### config.mk
export PLATFORM = sky130hd
export DESIGN_NAME = pwm_cmp_unit
export DESIGN_NICKNAME = d
export VERILOG_FILES = /design/src/rtl/pwm_cmp_pkg.sv /design/src/rtl/cmp_regfile.sv /design/src/rtl/cmp_match.sv /design/src/rtl/cmp_qualifier.sv /design/src/rtl/pwm_cmp_unit.sv
export SDC_FILE = /design/constraint.sdc
export NUM_CORES = 1
export LEC_CHECK = 0
export CAP_MARGIN = 20
export CELL_PAD_IN_SITES_DETAIL_PLACEMENT = 1
export CELL_PAD_IN_SITES_GLOBAL_PLACEMENT = 2
export CORE_ASPECT_RATIO = 0.9
export CORE_MARGIN = 3
export CORE_UTILIZATION = 27
export DETAILED_ROUTE_END_ITERATION = 6
export GPL_TIMING_DRIVEN = 0
export PLACE_DENSITY = 0.9
export SYNTH_ARGS = -nofsm -noshare
export SYNTH_HDL_FRONTEND = slang
export SYNTH_SLANG_ARGS = --single-unit
### constraint.sdc
create_clock -name clk -period 1.7 [get_ports clk]
set_input_delay 0.255 -clock clk [delete_from_list [all_inputs] [get_ports clk]]
set_output_delay 0.255 -clock clk [all_outputs]
set_load 0.05 [all_outputs]
### src/rtl/pwm_cmp_pkg.sv
package pwm_cmp_pkg;

  typedef enum logic [1:0] {
    ACT_KEEP   = 2'b00,
    ACT_LOW    = 2'b01,
    ACT_HIGH   = 2'b10,
    ACT_INVERT = 2'b11
  } act_e;

  typedef enum logic [1:0] {
    LD_ON_ZERO   = 2'b00,
    LD_ON_PERIOD = 2'b01,
    LD_ON_EITHER = 2'b10,
    LD_NONE      = 2'b11
  } ld_e;

endpackage

### src/rtl/cmp_regfile.sv
module cmp_regfile #(
  parameter int CMP_W = 16,
  parameter int HR_W  = 8
) (
  input  logic               clk,
  input  logic               rst,
  input  logic               direct_mode,
  input  logic [1:0]         load_sel,
  input  logic               at_zero,
  input  logic               at_period,
  input  logic               wr_en,
  input  logic [2*CMP_W-1:0] wr_data,
  output logic [CMP_W-1:0]   act_cmp,
  output logic [2*CMP_W-1:0] rd_data,
  output logic               shadow_full
);
  import pwm_cmp_pkg::*;

  localparam int DW     = 2 * CMP_W;
  localparam int HR_LSB = CMP_W - HR_W;

  logic [CMP_W-1:0] sh_cmp_q;
  logic [HR_W-1:0]  sh_hr_q, act_hr_q;
  logic [CMP_W-1:0] act_cmp_q;
  logic             full_q;
  logic [DW-1:0]    rd_q;
  logic             load_hit;
  logic [CMP_W-1:0] w_cmp;
  logic [HR_W-1:0]  w_hr;

  assign w_cmp = wr_data[DW-1:CMP_W];
  assign w_hr  = wr_data[CMP_W-1:HR_LSB];

  always_comb begin
    case (ld_e'(load_sel))
      LD_ON_ZERO:   load_hit = at_zero;
      LD_ON_PERIOD: load_hit = at_period;
      LD_ON_EITHER: load_hit = at_zero | at_period;
      default:      load_hit = 1'b0;
    endcase
  end

  always_ff @(posedge clk) begin
    if (rst) begin
      sh_cmp_q  <= '0;
      sh_hr_q   <= '0;
      act_cmp_q <= '0;
      act_hr_q  <= '0;
      full_q    <= 1'b0;
      rd_q      <= '0;
    end else begin
      if (direct_mode)
        rd_q <= {act_cmp_q, act_hr_q, {HR_LSB{1'b0}}};
      else
        rd_q <= {sh_cmp_q, sh_hr_q, {HR_LSB{1'b0}}};
      if (!direct_mode) begin
        if (load_hit) begin
          act_cmp_q <= sh_cmp_q;
          act_hr_q  <= sh_hr_q;
        end
        if (wr_en) begin
          sh_cmp_q <= w_cmp;
          sh_hr_q  <= w_hr;
          full_q   <= 1'b1;
        end else if (load_hit) begin
          full_q   <= 1'b0;
        end
      end else if (wr_en) begin
        act_cmp_q <= w_cmp;
        act_hr_q  <= w_hr;
      end
    end
  end

  assign act_cmp     = act_cmp_q;
  assign rd_data     = rd_q;
  assign shadow_full = full_q;

  // a buffered write always leaves the flag set
  a_r7_full_set: assert property (@(posedge clk) disable iff (rst)
    (!direct_mode && wr_en) |=> shadow_full);
  // a load without a concurrent write empties the shadow
  a_r7_full_clear: assert property (@(posedge clk) disable iff (rst)
    (!direct_mode && !wr_en && load_hit) |=> !shadow_full);
  // a direct write reaches the compared value one clock later
  a_r8_direct_write: assert property (@(posedge clk) disable iff (rst)
    (direct_mode && wr_en) |=> (act_cmp == $past(wr_data[DW-1:CMP_W])));
  // direct mode never touches the full flag
  a_r11_full_hold: assert property (@(posedge clk) disable iff (rst)
    direct_mode |=> $stable(shadow_full));
  // without a load the active copy ignores buffered writes
  a_r5_no_early_load: assert property (@(posedge clk) disable iff (rst)
    (!direct_mode && !load_hit) |=> $stable(act_cmp));

endmodule

### src/rtl/cmp_match.sv
module cmp_match #(
  parameter int CMP_W = 16
) (
  input  logic             clk,
  input  logic             rst,
  input  logic [CMP_W-1:0] count,
  input  logic [CMP_W-1:0] act_cmp,
  output logic             hit,
  output logic             event_q
);
  assign hit = (count == act_cmp);

  always_ff @(posedge clk) begin
    if (rst) event_q <= 1'b0;
    else     event_q <= hit;
  end

  // a count unequal to the compared value gives no event
  a_r2_no_false_event: assert property (@(posedge clk) disable iff (rst)
    (count != act_cmp) |=> !event_q);
endmodule

### src/rtl/cmp_qualifier.sv
module cmp_qualifier (
  input  logic       clk,
  input  logic       rst,
  input  logic       hit,
  input  logic [1:0] action,
  output logic       pin
);
  import pwm_cmp_pkg::*;

  logic pin_q;

  always_ff @(posedge clk) begin
    if (rst) begin
      pin_q <= 1'b0;
    end else if (hit) begin
      case (act_e'(action))
        ACT_LOW:    pin_q <= 1'b0;
        ACT_HIGH:   pin_q <= 1'b1;
        ACT_INVERT: pin_q <= ~pin_q;
        default:    pin_q <= pin_q;
      endcase
    end
  end

  assign pin = pin_q;

  // the four action codes
  a_r3_drive_high: assert property (@(posedge clk) disable iff (rst)
    (hit && action == 2'b10) |=> pin);
  a_r3_drive_low: assert property (@(posedge clk) disable iff (rst)
    (hit && action == 2'b01) |=> !pin);
  a_r3_invert: assert property (@(posedge clk) disable iff (rst)
    (hit && action == 2'b11) |=> (pin != $past(pin)));
  a_r3_hold: assert property (@(posedge clk) disable iff (rst)
    (!hit || action == 2'b00) |=> $stable(pin));
endmodule

### src/rtl/pwm_cmp_unit.sv
module pwm_cmp_unit #(
  parameter int CMP_W = 16,
  parameter int HR_W  = 8
) (
  input  logic               clk,
  input  logic               rst,
  input  logic [CMP_W-1:0]   tb_count,
  input  logic               tb_at_zero,
  input  logic               tb_at_period,
  input  logic               direct_mode,
  input  logic [1:0]         load_sel,
  input  logic [1:0]         act_a,
  input  logic [1:0]         act_b,
  input  logic               wr_en,
  input  logic [2*CMP_W-1:0] wr_data,
  output logic [2*CMP_W-1:0] rd_data,
  output logic               shadow_full,
  output logic               cmp_event,
  output logic               pwm_a,
  output logic               pwm_b
);
  localparam int N_OUT = 2;

  logic [CMP_W-1:0] act_cmp;
  logic             hit;
  logic [1:0]       act_sel [N_OUT];
  logic [N_OUT-1:0] pins;

  assign act_sel[0] = act_a;
  assign act_sel[1] = act_b;

  cmp_regfile #(.CMP_W(CMP_W), .HR_W(HR_W)) u_regs (
    .clk(clk), .rst(rst), .direct_mode(direct_mode), .load_sel(load_sel),
    .at_zero(tb_at_zero), .at_period(tb_at_period), .wr_en(wr_en),
    .wr_data(wr_data), .act_cmp(act_cmp), .rd_data(rd_data),
    .shadow_full(shadow_full)
  );

  cmp_match #(.CMP_W(CMP_W)) u_match (
    .clk(clk), .rst(rst), .count(tb_count), .act_cmp(act_cmp),
    .hit(hit), .event_q(cmp_event)
  );

  for (genvar g = 0; g < N_OUT; g++) begin : g_qual
    cmp_qualifier u_qual (
      .clk(clk), .rst(rst), .hit(hit), .action(act_sel[g]), .pin(pins[g])
    );
  end

  assign pwm_a = pins[0];
  assign pwm_b = pins[1];
endmodule

==> flow_summary.json <==
{
  "status": "completed",
  "p_seq_share_pct": 43.5,
  "postCtsHoldBufs": 0,
  "peakVddDrop_mv": 0.441,
  "final-seq-area_mm2": 0.00153,
  "routed_wl_mm": 9.38,
  "clock_skew_ns": 0.00556,
  "cp-end-kind": "output pin",
  "hpwlAfterDp_mm": 6.73,
  "start_kind": "flip-flop",
  "synthFlopType": "dfxtp_1",
  "path_clk_slew_ns": 0.06,
  "initial_core_util_pct": 28.1,
  "core_mm2": 0.0110,
  "drv_cap": 0,
  "clockBufferDepth": 2,
  "drv_slew": 0,
  "hold_violations": 0,
  "cts_buffers": 9,
  "area_growth_pct": 44.8,
  "ys_seq_area_share_pct": 49.0,
  "worst_pin_slew_ns": 0.539,
  "leakagePower_nw": 2.11,
  "synthTopCellsByArea": "dfxtp_1 (49%), mux2i_1 (16%), nor2_1 (5.9%)",
  "antennaDiodeCount": 0,
  "power.internal_w": 0.00330,
  "cts-root-buf": "clkbuf_16",
  "critical_path.top_delay_family": "buffers and inverters",
  "max_freq_ghz": 0.596,
  "gp_congestion": 0.736,
  "pin_count": 96,
  "cp.required_ns": 1.44,
  "finalSetupViolCount": 0,
  "worst-path-buf-inv": 1,
  "path_class": "reg -> out",
  "clkSinkCount": 76,
  "grt_antenna_before_repair": 1,
  "syn_avg_cell_area_um2": 9.24,
  "placed_cells": 572,
  "synthCells": 336,
  "instances_no_fill": 590,
  "clk_latency_ns": 0.33,
  "vias": 2652,
  "cts_htree_levels": 3,
  "synth_edf_count": 0,
  "relSlewSlack_pct": 64.1,
  "cts_tree": "built",
  "rows": 36,
  "die_h_um": 108,
  "synth_warnings": 0,
  "cp_slowest_cell": "clkdlybuf4s50_1",
  "port_buffers": 77,
  "synth-seq-cells": 76,
  "grt_pass1_vias": 2839,
  "yosysTopAreaCellShare_pct": 49.0,
  "crit_arrival_ns": 1.42,
  "preCtsSetupSlack_ns": -0.444,
  "p_total_w": 0.00453,
  "min_period_over_period_pct": 98.7,
  "clkPwrFrac_pct": 38.8,
  "dieArea_mm2": 0.0128,
  "finalCriticalPeriod_ns": 1.68,
  "ant_nets": 0,
  "synth_area_mm2": 0.00310,
  "drc": 0,
  "synth_commonest_cells": "dfxtp_1 (76), mux2i_1 (49), nor2_1 (49), nand2_1 (48), a21oi_1 (28)",
  "crit_fanout": 1,
  "cp_cell_sequence": "clkdlybuf4s50_1",
  "powerDensity_mw_per_mm2": 1010,
  "groute.usage.overall_pct": 14.5,
  "fillers": 1279,
  "grt.overflow.total": 0,
  "switching_power_w": 0.00123,
  "synth_top_area_cell": "dfxtp_1",
  "async_flop_share_pct": 0,
  "drt_iter0_drc": 89,
  "vias_per_cell": 4.49,
  "cpPeakStageDelay_ns": 0.79,
  "nets": 494,
  "fin_ws_ns": 0.0216,
  "multi_input_area_mm2": 0.00148,
  "grt_max_degree": 12,
  "grt_first_pass_wirelength_mm": 14.4,
  "wl_per_cell_um": 15.9,
  "die_x_um": 119,
  "dr.pass1.iters": 4,
  "sw_frac_of_total_pct": 27.1,
  "synth.distinct_cells": 20,
  "power_frac_comb_pct": 17.7,
  "drive_gt1_share_pct": 11.9,
  "yosys.cell_count.top_type": "dfxtp_1",
  "hold_class": "in -> reg"
}
## power groups by stage
stage / clock network, W / logic (W) / registers [W]
3_3_place_gp: 0 / 0.000753 / 0.00200
2_1_floorplan: 0 / 0.000375 / 0.00209
6_report: 0.00176 / 0.000801 / 0.00197
4_1_cts: 0.00178 / 0.000776 / 0.00197
5_1_grt: 0.00186 / 0.000863 / 0.00199
3_5_place_dp: 0 / 0.000771 / 0.00201
## logic make-up (layout without fill, tap and decap cells)
family / Yosys count / after routing / synth area share, %
multiplexers: 49 / 49 / 15.8
other: 1 / 8 / 0.121
AO/OA/AOI/OAI: 55 / 55 / 11.0
buffers and inverters: 33 / 128 / 5.40
flip-flops: 76 / 76 / 49.0
AND/OR/NAND/NOR: 105 / 105 / 13.8
XOR/XNOR: 17 / 17 / 4.80
## routing by layer
metal | routed length [µm] | GRT usage (%) | vias to the layer above | share of wire, %
li1 | - | - | 1320 | -
met4 | 150 | 5.46 | 2 | 1.6
met5 | 13 | 0 | - | 0.14
met2 | 4500 | 24.8 | 64 | 48
met1 | 4160 | 17.1 | 1250 | 44
met3 | 547 | 4.47 | 16 | 5.8
## cell usage in the layout (no fill, tap or decap), drive strengths merged
master         instances
a21oi                 28
nand2b                 1
nor4                   1
nor2b                  2
xor2                   1
a311oi                 2
clkbuf                27
dlygate4sd2           11
dfxtp                 76
mux2i                 49
o21ai                  1
a211oi                24
buf                   21
conb                   8
dlymetal6s2s          18
nor2                  49
xnor2                 16
clkinv                 2
inv                    1
nand4                  4
nand2                 48
clkdlybuf4s50         48
## per-stage QoR
step | utilization [%] | hold WS (ns) | setup TNS [ns] | instance area, µm²
2_1_floorplan | - | 0.371 | 0 | 3130
3_3_place_gp | 37.1 | 0.454 | -12.82 | 4090
3_5_place_dp | 37.1 | 0.467 | -15.57 | 4090
4_1_cts | 39.5 | 0.351 | 0 | 4360
5_1_grt | 40.7 | 0.401 | -0.0391 | 4490
6_report | 40.7 | 0.359 | 0 | 4490
## layout make-up
class	instances	share of cell area (%)
tap	152	4.23
multi-input combinational	234	33.0
sequential	76	34.0
inverter	1	0.0835
clock buffer	13	5.79
buffer	32	4.04
timing repair buffer	80	18.6
clock inverter	2	0.223
## registers in the layout, indices dropped and copies added (netlist names)
| register | count |
|---|---|
| g_qual.u_qual.pin | 2 |
| u_match.event_q | 1 |
| u_regs.act_cmp | 16 |
| u_regs.act_hr_q | 8 |
| u_regs.rd_data | 24 |
| u_regs.sh_cmp_q | 16 |
| u_regs.sh_hr_q | 8 |
| u_regs.shadow_full | 1 |
## repair_timing
action / CTS / global route
gates cloned: 0 / 0
setup endpoints to repair: 33 / 45
pin swaps: 0 / 8
gates resized for setup: 17 / 34
setup buffers: 0 / 3
## path summary, 6_finish.rpt
| kind | start | to | slack (ns) | cells after the start |
|---|---|---|---|---|
| worst max-delay path | u_regs.rd_data[31] | rd_data[31] | 0.02 | 1 |
| worst min register to register | g_qual[1].u_qual.pin | g_qual[1].u_qual.pin | 0.47 | 1 |
| worst max register to register | u_regs.act_cmp[12] | g_qual[1].u_qual.pin | 0.17 | 5 |
| worst min-delay path | rst | u_regs.sh_cmp_q[0] | 0.36 | 2 |
Power figures use the tool's default switching activity.
